## src/rtl/rpd_pkg.sv

```systemverilog
package rpd_pkg;
    typedef enum logic [1:0] {
        ST_HOLD       = 2'd0,
        ST_START_WAIT = 2'd1,
        ST_RUN        = 2'd2,
        ST_STEP_WAIT  = 2'd3
    } seq_state_e;

    localparam int GATES_PER_CELL = 4;
endpackage

```

## src/rtl/rpd_quiet_det.sv

```systemverilog
// Flags a clock edge at which no band input differs from its value at the
// previous edge; window changes are allowed only on such edges.
module rpd_quiet_det #(
    parameter int NBAND = 3
) (
    input  logic             clk,
    input  logic             rst_n,
    input  logic [NBAND-1:0] leg_a,
    input  logic [NBAND-1:0] leg_b,
    output logic             quiet
);
    logic [NBAND-1:0] leg_a_q;
    logic [NBAND-1:0] leg_b_q;

    always_ff @(posedge clk or negedge rst_n) begin
        if (!rst_n) begin
            leg_a_q <= '0;
            leg_b_q <= '0;
        end else begin
            leg_a_q <= leg_a;
            leg_b_q <= leg_b;
        end
    end

    always_comb begin
        quiet = (leg_a == leg_a_q) && (leg_b == leg_b_q);
    end
endmodule

```

## src/rtl/rpd_window_seq.sv

```systemverilog
// Window sequencer: holds the rotation phase and opens one leg-1 and one
// leg-2 window per phase (leg-1 window of phase p is win[2p], leg-2 is win[2p+1]).
module rpd_window_seq
    import rpd_pkg::*;
#(
    parameter int NPHASE = 3
) (
    input  logic                clk,
    input  logic                rst_n,
    input  logic                strobe,
    input  logic                quiet,
    output logic [2*NPHASE-1:0] win
);
    localparam int NW = 2 * NPHASE;
    localparam int PW = (NPHASE > 1) ? $clog2(NPHASE) : 1;
    localparam logic [PW-1:0] LAST_PH = PW'(NPHASE - 1);

    seq_state_e    state_q, state_nx;
    logic [PW-1:0] phase_q, phase_nx;
    logic [PW-1:0] phase_step;

    always_comb begin
        phase_step = (phase_q == LAST_PH) ? '0 : phase_q + PW'(1);
    end

    // state register
    always_ff @(posedge clk or negedge rst_n) begin
        if (!rst_n) begin
            state_q <= ST_HOLD;
            phase_q <= '0;
        end else begin
            state_q <= state_nx;
            phase_q <= phase_nx;
        end
    end

    // transitions
    always_comb begin
        state_nx = state_q;
        phase_nx = phase_q;
        unique case (state_q)
            ST_HOLD: begin
                if (strobe) begin
                    if (quiet) begin
                        state_nx = ST_RUN;
                        phase_nx = '0;
                    end else begin
                        state_nx = ST_START_WAIT;
                    end
                end
            end
            ST_START_WAIT: begin
                if (quiet) begin
                    state_nx = ST_RUN;
                    phase_nx = '0;
                end
            end
            ST_RUN: begin
                if (strobe) begin
                    if (quiet) begin
                        phase_nx = phase_step;
                    end else begin
                        state_nx = ST_STEP_WAIT;
                    end
                end
            end
            ST_STEP_WAIT: begin
                if (quiet) begin
                    state_nx = ST_RUN;
                    phase_nx = phase_step;
                end
            end
            default: begin
                state_nx = ST_HOLD;
                phase_nx = '0;
            end
        endcase
    end

    // outputs
    always_comb begin
        win = '0;
        unique case (state_q)
            ST_RUN, ST_STEP_WAIT: begin
                for (int p = 0; p < NPHASE; p++) begin
                    if (phase_q == PW'(p)) begin
                        win[2*p]   = 1'b1;
                        win[2*p+1] = 1'b1;
                    end
                end
            end
            default: win = '0;
        endcase
    end

    logic [NPHASE-1:0] win_leg1, win_leg2;
    for (genvar p = 0; p < NPHASE; p++) begin : g_split
        assign win_leg1[p] = win[2*p];
        assign win_leg2[p] = win[2*p+1];
    end

    // one leg-1 and one leg-2 window at a time, or none
    p_pair_r3: assert property (@(posedge clk) disable iff (!rst_n)
        ($countones(win_leg1) == $countones(win_leg2)) && $onehot0(win_leg1));

    // windows change only at edges where the bands were steady
    p_quiet_commit_r7: assert property (@(posedge clk) disable iff (!rst_n)
        !$stable(win) |-> $past(quiet));

    // a change needs a strobe now or one pending from before
    p_cause_r8: assert property (@(posedge clk) disable iff (!rst_n)
        !$stable(win) |-> ($past(strobe) || $past(state_q == ST_START_WAIT)
                           || $past(state_q == ST_STEP_WAIT)));

    // an open window pair only moves one phase forward, cyclically
    p_rotate_r3: assert property (@(posedge clk) disable iff (!rst_n)
        (($past(win) != '0) && !$stable(win)) |->
        (win == {$past(win[NW-3:0]), $past(win[NW-1:NW-2])}));
endmodule

```

## src/rtl/rpd_cell_router.sv

```systemverilog
// Routes one band per leg to a single cell according to the open window.
module rpd_cell_router
    import rpd_pkg::*;
#(
    parameter int NCELL = 3,
    parameter int CELL  = 0
) (
    input  logic [NCELL-1:0]          leg_a,
    input  logic [NCELL-1:0]          leg_b,
    input  logic [2*NCELL-1:0]        win,
    output logic [GATES_PER_CELL-1:0] gates
);
    logic [NCELL-1:0] pick_a, pick_b;
    logic             up_a, up_b;

    for (genvar p = 0; p < NCELL; p++) begin : g_phase
        localparam int BAND_A = (CELL + NCELL - p) % NCELL;
        localparam int BAND_B = (CELL + 1 + NCELL - p) % NCELL;
        assign pick_a[p] = win[2*p]   & leg_a[BAND_A];
        assign pick_b[p] = win[2*p+1] & leg_b[BAND_B];
    end

    always_comb begin
        up_a  = |pick_a;
        up_b  = |pick_b;
        gates = {~up_b, up_b, ~up_a, up_a};
    end
endmodule

```

## src/rtl/cell_pulse_rotator.sv

```systemverilog
module cell_pulse_rotator
    import rpd_pkg::*;
#(
    parameter int NCELL = 3
) (
    input  logic                        clk,
    input  logic                        rst_n,
    input  logic                        half_strobe,
    input  logic [NCELL-1:0]            leg1_band,
    input  logic [NCELL-1:0]            leg2_band,
    output logic [GATES_PER_CELL*NCELL-1:0] gate_o
);
    localparam int NW = 2 * NCELL;

    logic          quiet;
    logic [NW-1:0] win;

    rpd_quiet_det #(.NBAND(NCELL)) u_quiet (
        .clk   (clk),
        .rst_n (rst_n),
        .leg_a (leg1_band),
        .leg_b (leg2_band),
        .quiet (quiet)
    );

    rpd_window_seq #(.NPHASE(NCELL)) u_seq (
        .clk    (clk),
        .rst_n  (rst_n),
        .strobe (half_strobe),
        .quiet  (quiet),
        .win    (win)
    );

    logic [NCELL-1:0] up1_vec, lo1_vec, up2_vec, lo2_vec;

    for (genvar c = 0; c < NCELL; c++) begin : g_cell
        rpd_cell_router #(.NCELL(NCELL), .CELL(c)) u_router (
            .leg_a (leg1_band),
            .leg_b (leg2_band),
            .win   (win),
            .gates (gate_o[GATES_PER_CELL*c +: GATES_PER_CELL])
        );
        assign up1_vec[c] = gate_o[GATES_PER_CELL*c];
        assign lo1_vec[c] = gate_o[GATES_PER_CELL*c+1];
        assign up2_vec[c] = gate_o[GATES_PER_CELL*c+2];
        assign lo2_vec[c] = gate_o[GATES_PER_CELL*c+3];
    end

    // with no window open every cell sits in the zero state
    p_hold_zero_r1: assert property (@(posedge clk) disable iff (!rst_n)
        (win == '0) |-> ((up1_vec == '0) && (up2_vec == '0)
                         && (&lo1_vec) && (&lo2_vec)));

    // each band pulse of each leg lands on exactly one cell
    p_distinct_r9: assert property (@(posedge clk) disable iff (!rst_n)
        (win != '0) |-> (($countones(up1_vec) == $countones(leg1_band))
                         && ($countones(up2_vec) == $countones(leg2_band))));
endmodule

```

## config.mk

```make
export PLATFORM = sky130hd
export DESIGN_NAME = cell_pulse_rotator
export DESIGN_NICKNAME = d
export VERILOG_FILES = /design/src/rtl/rpd_pkg.sv /design/src/rtl/rpd_quiet_det.sv /design/src/rtl/rpd_window_seq.sv /design/src/rtl/rpd_cell_router.sv /design/src/rtl/cell_pulse_rotator.sv
export SDC_FILE = /design/constraint.sdc
export NUM_CORES = 1
export LEC_CHECK = 0
export BUFFER_PORTS_ARGS = -buffer_cell sky130_fd_sc_hd__buf_4
export CORE_UTILIZATION = 38
export CTS_CLUSTER_DIAMETER = 60
export DETAILED_ROUTE_END_ITERATION = 8
export SLEW_MARGIN = 15
export SYNTH_ARGS = -nofsm -noshare
export SYNTH_HDL_FRONTEND = slang
export SYNTH_SLANG_ARGS = --single-unit
```

## constraint.sdc

```tcl
create_clock -name clk -period 2.85 [get_ports clk]
set_clock_uncertainty 0.2 [all_clocks]
set_input_delay 0.1425 -clock clk [delete_from_list [all_inputs] [get_ports clk]]
set_output_delay 0.1425 -clock clk [all_outputs]
set_load 0.02 [all_outputs]
```

==> results.cfg, run 1 <==
[outcome]
status = finished clean

[sta]
setup_viol = 0
hold_ws_ps = 34.2
tns_ps = 0
finalHoldViolCount = 0
period_minus_slack_ps = 2010
min_period_over_period_pct = 70.5
worstMarginPinSlew_ps = 422
grt_setup_unrepaired = no
fmax_mhz = 498
slew_violations = 0
slew_headroom_pct = 71.9

[power_and_ir_drop]
p_seq_share_pct = 30.0
leakage_uw = 0.000383
p_sw_share_pct = 39.6
power_switching_uw = 263
intPower_uw = 400
powerDensity_nw_per_um2 = 783
power.total_uw = 663
vdd_ir_drop_max_v = 0.000552
clockPowerShare_pct = 18.6
power_frac_comb_pct = 51.4

[place]
port_buffers = 20
place.gp.congestion = 0.710
dp_hpwl_microns = 787
placed_area_sq_um = 731

[grt]
antenna_found_initial = 0
grt.met2_usage_pct = 23.4
grt.busiest_layer = met2
grt_max_degree = 14
use_met1_pct = 18.3
grtUsageMet3_pct = 5.17
grt_usage_pct = 13.9
grt_pass1_wl_microns = 1880
grt_overflow = 0
grt_pass1_vias = 454

[clocking]
insertion_delay_ps = 260
tritoncts = yes
clockBufferDepth = 2
cts_max_level = 1
cts_buffers = 3
clk_pin_slew_worst_paths_ps = 70
ctsResizeCount = 0
clkSinkCount = 10
root_buffer = clkbuf_4

[critical_path]
cp_slowest_cell = dfrtp_1
crit_start = u_seq.phase_q[1]
path_cells = mux2_2, o211ai_1, inv_1, buf_4
cp-start-kind = register
critical_path.endpoint_type = output port
crit_fanout = 12
critPathKind = register to output port
worstPathBufferInverterCount = 2
crit-reg2reg-launch = u_quiet.leg_b_q[1]
critPathTopFamily = flip-flops
critPathRequiredTime_ps = 2510
critical-path-max-stage-delay_ps = 600
cp.arrival_ps = 1670

[logic_synthesis]
synthCells = 68
synth.top_cells.by_area = dfrtp_1 (40%), xnor2_1 (8.5%), buf_4 (7.3%), mux2i_1 (6.5%), nand2_1 (6.1%)
synth-seq-cells = 10
synth_cell_types = 21
synth_top_cell_area_share_pct = 40.5
synth_nets = 77
ys_seq_area_share_pct = 40.5
yosys_warnings = 0
syn-cell-area_sq_um = 618
yosys.area.top_type = dfrtp_1
synth_area_per_cell_sq_um = 9.09

[floorplanning]
start_util_pct = 41.0
dieWidth_microns = 42.3
io_pins = 21
core_area_sq_um = 1510
placement_rows = 14
die_area_sq_um = 1790
die_y_microns = 42.3

[finish]
final_area_sq_um = 847
layout_common_cells = buf_4 (20), nand2_1 (10), dfrtp_1 (10)
antenna_cells = 0
layout-drive-gt1-share_pct = 31.9
area_growth_pct = 37.0
utilization_pct = 56.2
fillCellCount = 145
seqCellArea_sq_um = 250
multiInputGateArea_sq_um = 299
nets = 101
final_common_cell = buf_4

[routing]
vias_per_cell = 4.65
wl_per_cell_microns = 10.6
vias = 498
drt_pass1_iterations = 2
antenna_left = 0
finalWirelength_microns = 1130
drc = 0
drt_iter0_markers = 1

[hold_path]
holdCritPathClass = input port to async pin

[job]
cap_violations = 0
## logic make-up after synthesis
family          count (synthesis)  share of synthesized area [%]
mux                             7                           11.9
flops                          10                           40.5
simple gates                   26                           21.3
compound gates                  7                           6.68
xor+xnor                        6                           8.50
buf+inv                        12                           11.1
## metrics by stage
step,std cells,setup slack [ps]
3_5_place_dp,95,1130
4_1_cts,107,837
5_1_grt,107,745
3_3_place_gp,95,1170
2_1_floorplan,68,958
6_report,107,842
## state kept, by name, summed over array words and instances, names as in the netlist
| name | cells |
|---|---|
| u_quiet.leg_a_q | 3 |
| u_quiet.leg_b_q | 3 |
| u_seq.phase_q | 2 |
| u_seq.state_q | 2 |
## layout make-up
cell class                      count  area share (%)
Clock buffer                        4            4.28
Inverter                            3            1.33
Multi-Input combinational cell     46            35.3
Sequential cell                    10            29.5
Tap cell                           16            2.36
Timing Repair Buffer               28            27.2
## routing by layer
| metal | up-vias | share of wire, % |
|---|---|---|
| met4 | 0 | 0 |
| li1 | 259 | - |
| met3 | 0 | 3.7 |
| met2 | 9 | 46 |
| met5 | - | 0 |
| met1 | 230 | 51 |
## power groups by stage
stage | Clock, uW | Combinational [uW] | Sequential, uW
3_5_place_dp | 0 | 335 | 202
3_3_place_gp | 0 | 334 | 202
2_1_floorplan | 0 | 278 | 172
6_report | 123 | 341 | 199
4_1_cts | 126 | 344 | 200
5_1_grt | 130 | 369 | 208
## path summary, 6_finish.rpt
check,end,slack (ps),depth (start not counted)
max in group asynchronous,u_seq.phase_q[0],2270,2
min,u_seq.state_q[0],30,2
min in group clk,u_seq.state_q[0],320,2
max,gate_o[8],840,4
min reg2reg,u_seq.state_q[0],320,2
max reg2reg,u_seq.phase_q[0],1160,4
## synth_stat cells
cell / n
a211o_1: 1
and2_1: 4
buf_2: 1
buf_4: 6
clkbuf_1: 2
dfrtp_1: 10
inv_1: 3
mux2_2: 3
mux2i_1: 4
nand2_1: 10
nand2b_1: 1
nand3_1: 1
nand4_1: 1
nor2_1: 4
nor2b_1: 2
nor3_2: 1
nor3b_1: 1
o211ai_1: 1
o21ai_0: 5
or2_2: 1
xnor2_1: 6
## repair_timing
action,CTS,global route
hold buffers,8,0
hold endpoints to repair,17,0
setup buffers,0,0
No activity file was read; power rests on OpenSTA's default activity.
==> inputs of run 2 (changes only) <==
- clock period: 2.85 -> 1.85 ns (I/O delays scaled with it)
==> run 2 against run 1 <==
Flip-flop and latch count unchanged; sequential share of layout area down 0.95 points; critical endpoint unchanged; non-clock buffer count up 4; final area up 3.8%; largest cell class unchanged; clock-buffer cell count down 1; worst hold slack better by 300 ps; combinational power up 69%; via count up 1.8%; wire length up 15%; highest routed layer unchanged.
==> results.cfg, run 2 (same netlist as run 1, synthesis figures left out) <==
[outcome]
status = finished clean

[floorplanning]
die_area_sq_um = 1790
start_util_pct = 41.0
dieWidth_microns = 42.3
core_area_sq_um = 1510
placement_rows = 14
die_y_microns = 42.3
io_pins = 21

[routing]
dr_wl_met2_microns = 642
wl_met3_microns = 47
drt_pass1_iterations = 4
top_layer_used = met3
finalWirelength_microns = 1300
vias = 507
drc = 0
drt_iter0_markers = 9
met1_length_microns = 611
antenna_left = 0
wl_per_cell_microns = 11.8
vias_per_cell = 4.61

[finish]
layout_common_cells = buf_4 (23), nand2_1 (10), dlygate4sd3_1 (9), dfrtp_1 (9), xnor2_1 (6)
final_common_cell = buf_4
seqCellArea_sq_um = 251
layout-drive-gt1-share_pct = 35.1
area_growth_pct = 42.3
utilization_pct = 58.4
nets = 105
antenna_cells = 0
final_area_sq_um = 880
multiInputGateArea_sq_um = 312
reg_top3 = u_quiet.leg_a_q (3), u_quiet.leg_b_q (3)
fillCellCount = 147

[place]
dp_hpwl_microns = 805
port_buffers = 20
place.gp.congestion = 0.712
placed_area_sq_um = 738

[clocking]
insertion_delay_ps = 260
tritoncts = yes
clk_pin_slew_worst_paths_ps = 60
cts_max_level = 1
root_buffer = clkbuf_4
clockBufferDepth = 2
clkSinkCount = 10
cts_buffers = 3

[sta]
slew_headroom_pct = 70.6
min_period_over_period_pct = 96.2
period_minus_slack_ps = 1780
setup_viol = 0
finalHoldViolCount = 0
fmax_mhz = 562
tns_ps = 0
grt_setup_unrepaired = yes
slew_violations = 0
worstMarginPinSlew_ps = 439

[hold_path]
holdCritPathClass = input port to register

[critical_path]
cp-start-kind = input port
critical-path-max-stage-delay_ps = 540
critPathMostFrequentCell = buf_4
cp_slowest_cell = dlygate4sd3_1
critPathRequiredTime_ps = 1560
critical_path.endpoint_type = output port
cp.arrival_ps = 1490
critPathTopFamily = buffers and inverters
path_cells = dlygate4sd3_1, buf_4, mux2_4, o211ai_1, inv_1, buf_4
crit_fanout = 5
critPathKind = input port to output port
worstPathBufferInverterCount = 4

[power_and_ir_drop]
powerDensity_nw_per_um2 = 1140
vdd_ir_drop_max_v = 0.000644
power.total_uw = 1000
leakage_uw = 0.000397

[grt]
grt_pass1_wl_microns = 2150
grt_usage_pct = 15.8
grt_max_degree = 14
grt_overflow = 0
antenna_found_initial = 0
grt_pass1_vias = 470

[job]
cap_violations = 0
## run 2: cell types whose count changed in the layout (fill, tap and decap cells not counted)
cell           delta
buf_4             +3
clkbuf_8          -1
dfrtp_1           -1
dfrtp_2           +1
dlygate4sd3_1     +1
mux2_2            -1
mux2_4            +1
nor2b_1           -1
nor2b_2           +1
nor3_2            -1
nor3_4            +1
o21ai_0           -1
o21ai_1           +1
## run 2: path summary, 6_finish.rpt
| path | from | end | slack (ps) | cells after the start |
|---|---|---|---|---|
| max in group asynchronous | rst_n | u_seq.phase_q[1] | 470 | 3 |
| hold / removal | leg2_band[0] | u_quiet.leg_b_q[0] | 330 | 2 |
| hold reg to reg | u_seq.state_q[0] | u_seq.state_q[0] | 400 | 2 |
| min in group asynchronous | rst_n | u_quiet.leg_b_q[1] | 640 | 3 |
| setup / recovery | leg1_band[2] | gate_o[8] | 70 | 6 |
| setup reg to reg | u_quiet.leg_b_q[1] | u_seq.phase_q[1] | 250 | 4 |
## run 2: routing by layer
metal,up-vias,GRT usage (%)
met4,0,0
li1,266,-
met1,230,20.9
met3,0,5.17
met2,11,26.8
met5,-,0
## run 2: power breakdown
group          switching, uW  internal (uW)  leakage, uW
registers               40.6            247     0.000116
logic                    305            272     0.000267
clock network           64.5           74.6    0.0000138
## run 2: stage by stage
| stage | hold slack [ps] | worst slack, ps | cells |
|---|---|---|---|
| 2_1_floorplan | -403 | 8.48 | 68 |
| 3_3_place_gp | -274 | 215 | 96 |
| 3_5_place_dp | -274 | 190 | 96 |
| 4_1_cts | 319 | 21.1 | 108 |
| 5_1_grt | 327 | -20.9 | 110 |
| 6_report | 330 | 70.3 | 110 |
## run 2: layout make-up
type / count / share of cell area, %
multi-input combinational: 46 / 35.4
timing repair buffer: 32 / 29.9
sequential: 10 / 28.6
clock buffer: 3 / 2.56
tap: 16 / 2.28
inverter: 3 / 1.28
## run 2: repair_timing
item,4_1_cts,5_1_grt
hold buffers,9,0
setup buffers,0,2
gates resized for setup,1,5
hold endpoints to repair,17,0
pin swaps,0,3
setup endpoints to repair,6,12
==> inputs of run 3 (changes only) <==
- clock period: 1.85 -> 1.9 ns (I/O delays scaled with it)
==> run 3 against run 2 <==
Sequential share of layout area grew 0.58 points; setup slack better by 41 ps; worst hold slack gained 3.1 ps; clock power decreased by 3%; core utilization decreased by 1.2 points; largest power group unchanged.
==> results.cfg, run 3 (same netlist as run 1, synthesis figures left out) <==
[floorplanning]
dieWidth_microns = 42.3
start_util_pct = 41.0
die_area_sq_um = 1790
core_area_sq_um = 1510
die_y_microns = 42.3
placement_rows = 14
io_pins = 21

[clocking]
cts_max_level = 1
clkSinkCount = 10
cts_buffers = 3
clockBufferDepth = 2
clk_pin_slew_worst_paths_ps = 60
insertion_delay_ps = 260
root_buffer = clkbuf_4
tritoncts = yes

[place]
dpl.cell_count = 96
place.gp.congestion = 0.713
dp_hpwl_microns = 805
port_buffers = 20
placed_area_sq_um = 738

[critical_path]
path_cells = dlygate4sd3_1, buf_4, xnor2_1, nand4_1, nor3_2, mux2_2
cp-start-kind = input port
cp_slowest_cell = dlygate4sd3_1
r2r_slack_ps = 270
critPathRequiredTime_ps = 1830
cp.arrival_ps = 1720
critical-path-max-stage-delay_ps = 550
critical_path.endpoint_type = register
r2r-end = u_seq.phase_q[1]
r2r.worst_path.cells = 4
critPathKind = input port to register
crit_fanout = 4
crit-reg2reg-launch = u_quiet.leg_b_q[1]

[sta]
min_period_over_period_pct = 94.2
setup_viol = 0
finalHoldViolCount = 0
slew_headroom_pct = 70.7
hold_ws_ps = 333
period_minus_slack_ps = 1790
grt_setup_unrepaired = no
fmax_mhz = 559
tns_ps = 0
worstMarginPinSlew_ps = 438
slew_violations = 0

[routing]
drt_pass1_iterations = 4
vias = 499
wl_per_cell_microns = 11.8
antenna_left = 0
drc = 0
vias_per_cell = 4.58
finalWirelength_microns = 1280
drt_iter0_markers = 6

[finish]
multiInputGateArea_sq_um = 302
final_area_sq_um = 862
final_cells = 109
area_growth_pct = 39.5
utilization_pct = 57.2
nets = 104
seqCellArea_sq_um = 251
antenna_cells = 0
layout_common_cells = buf_4 (22), nand2_1 (10), dlygate4sd3_1 (9), dfrtp_1 (9), xnor2_1 (6)
layout-drive-gt1-share_pct = 34.4
fillCellCount = 147
reg_top3 = u_quiet.leg_a_q (3), u_quiet.leg_b_q (3)
final_common_cell = buf_4

[job]
cap_violations = 0

[power_and_ir_drop]
vdd_ir_drop_max_v = 0.000624
power_switching_uw = 398
power_frac_comb_pct = 57.3
clockPowerShare_pct = 13.9
p_sw_share_pct = 40.9
p_seq_share_pct = 28.8
leakage_uw = 0.000390
intPower_uw = 574
powerDensity_nw_per_um2 = 1130

[hold_path]
hold_end = u_quiet.leg_b_q[0]
holdCritStartpoint = leg2_band[0]
hold_path_depth = 2
holdCritPathClass = input port to register

[outcome]
status = finished clean

[grt]
grt_pass1_wl_microns = 2150
antenna_found_initial = 0
grt_pass1_vias = 470
grt_usage_pct = 15.8
grt_max_degree = 14
grt_overflow = 0
run 3: worst max path at each step:
stage | start | end | slack (ps) | cells after the start
3_3_place_gp | u_seq.phase_q[1] | gate_o[8] | 260 | 4
5_1_grt | leg1_band[2] | u_seq.phase_q[0] | 5 | 6
3_5_place_dp | u_seq.phase_q[1] | gate_o[8] | 240 | 4
6_report | leg1_band[1] | u_seq.phase_q[1] | 110 | 6
4_1_cts | u_seq.phase_q[1] | gate_o[8] | 70 | 4
2_1_floorplan | u_seq.phase_q[1] | gate_o[8] | 60 | 5
run 3: routing by layer:
layer	GRT usage, %	up-vias	wire (microns)
met3	5.17	0	42
met5	0	-	0
met1	20.9	225	614
met2	26.8	9	628
li1	-	265	-
met4	0	0	0
run 3: layout make-up:
| cell class | instances | share of cell area, % |
|---|---|---|
| clock buffers | 3 | 2.61 |
| multi-input cells | 46 | 35.0 |
| inverters | 3 | 1.31 |
| well taps | 16 | 2.32 |
| repair buffers | 31 | 29.6 |
| flip-flops and latches | 10 | 29.2 |
run 3: worst max-delay path: cells and delay by family:
kind | cells | cell delay (ps)
multiplexers | 1 | 370
buffers and inverters | 2 | 710
AND/OR/NAND/NOR | 2 | 410
XOR/XNOR | 1 | 150
run 3: per-stage QoR:
stage / total power, uW / setup slack [ps]
finish: 972 / 111
global route: 1050 / 4.83
CTS: 976 / 68.6
detailed placement: 821 / 238
global placement: 817 / 263
floorplan: 675 / 56.0
run 3: power groups by stage:
| stage | Clock (uW) | Sequential (uW) | Combinational (uW) |
|---|---|---|---|
| 2_1_floorplan | 0 | 257 | 418 |
| 6_report | 135 | 279 | 557 |
| 3_3_place_gp | 0 | 285 | 532 |
| 4_1_cts | 143 | 282 | 551 |
| 5_1_grt | 154 | 287 | 606 |
| 3_5_place_dp | 0 | 285 | 535 |
run 3: repair_timing:
action | in CTS | in global routing
hold buffers | 9 | 0
endpoints found under the hold margin | 17 | 0
buffers inserted | 0 | 1
endpoints found under the setup margin | 2 | 7
gates resized for setup | 1 | 2
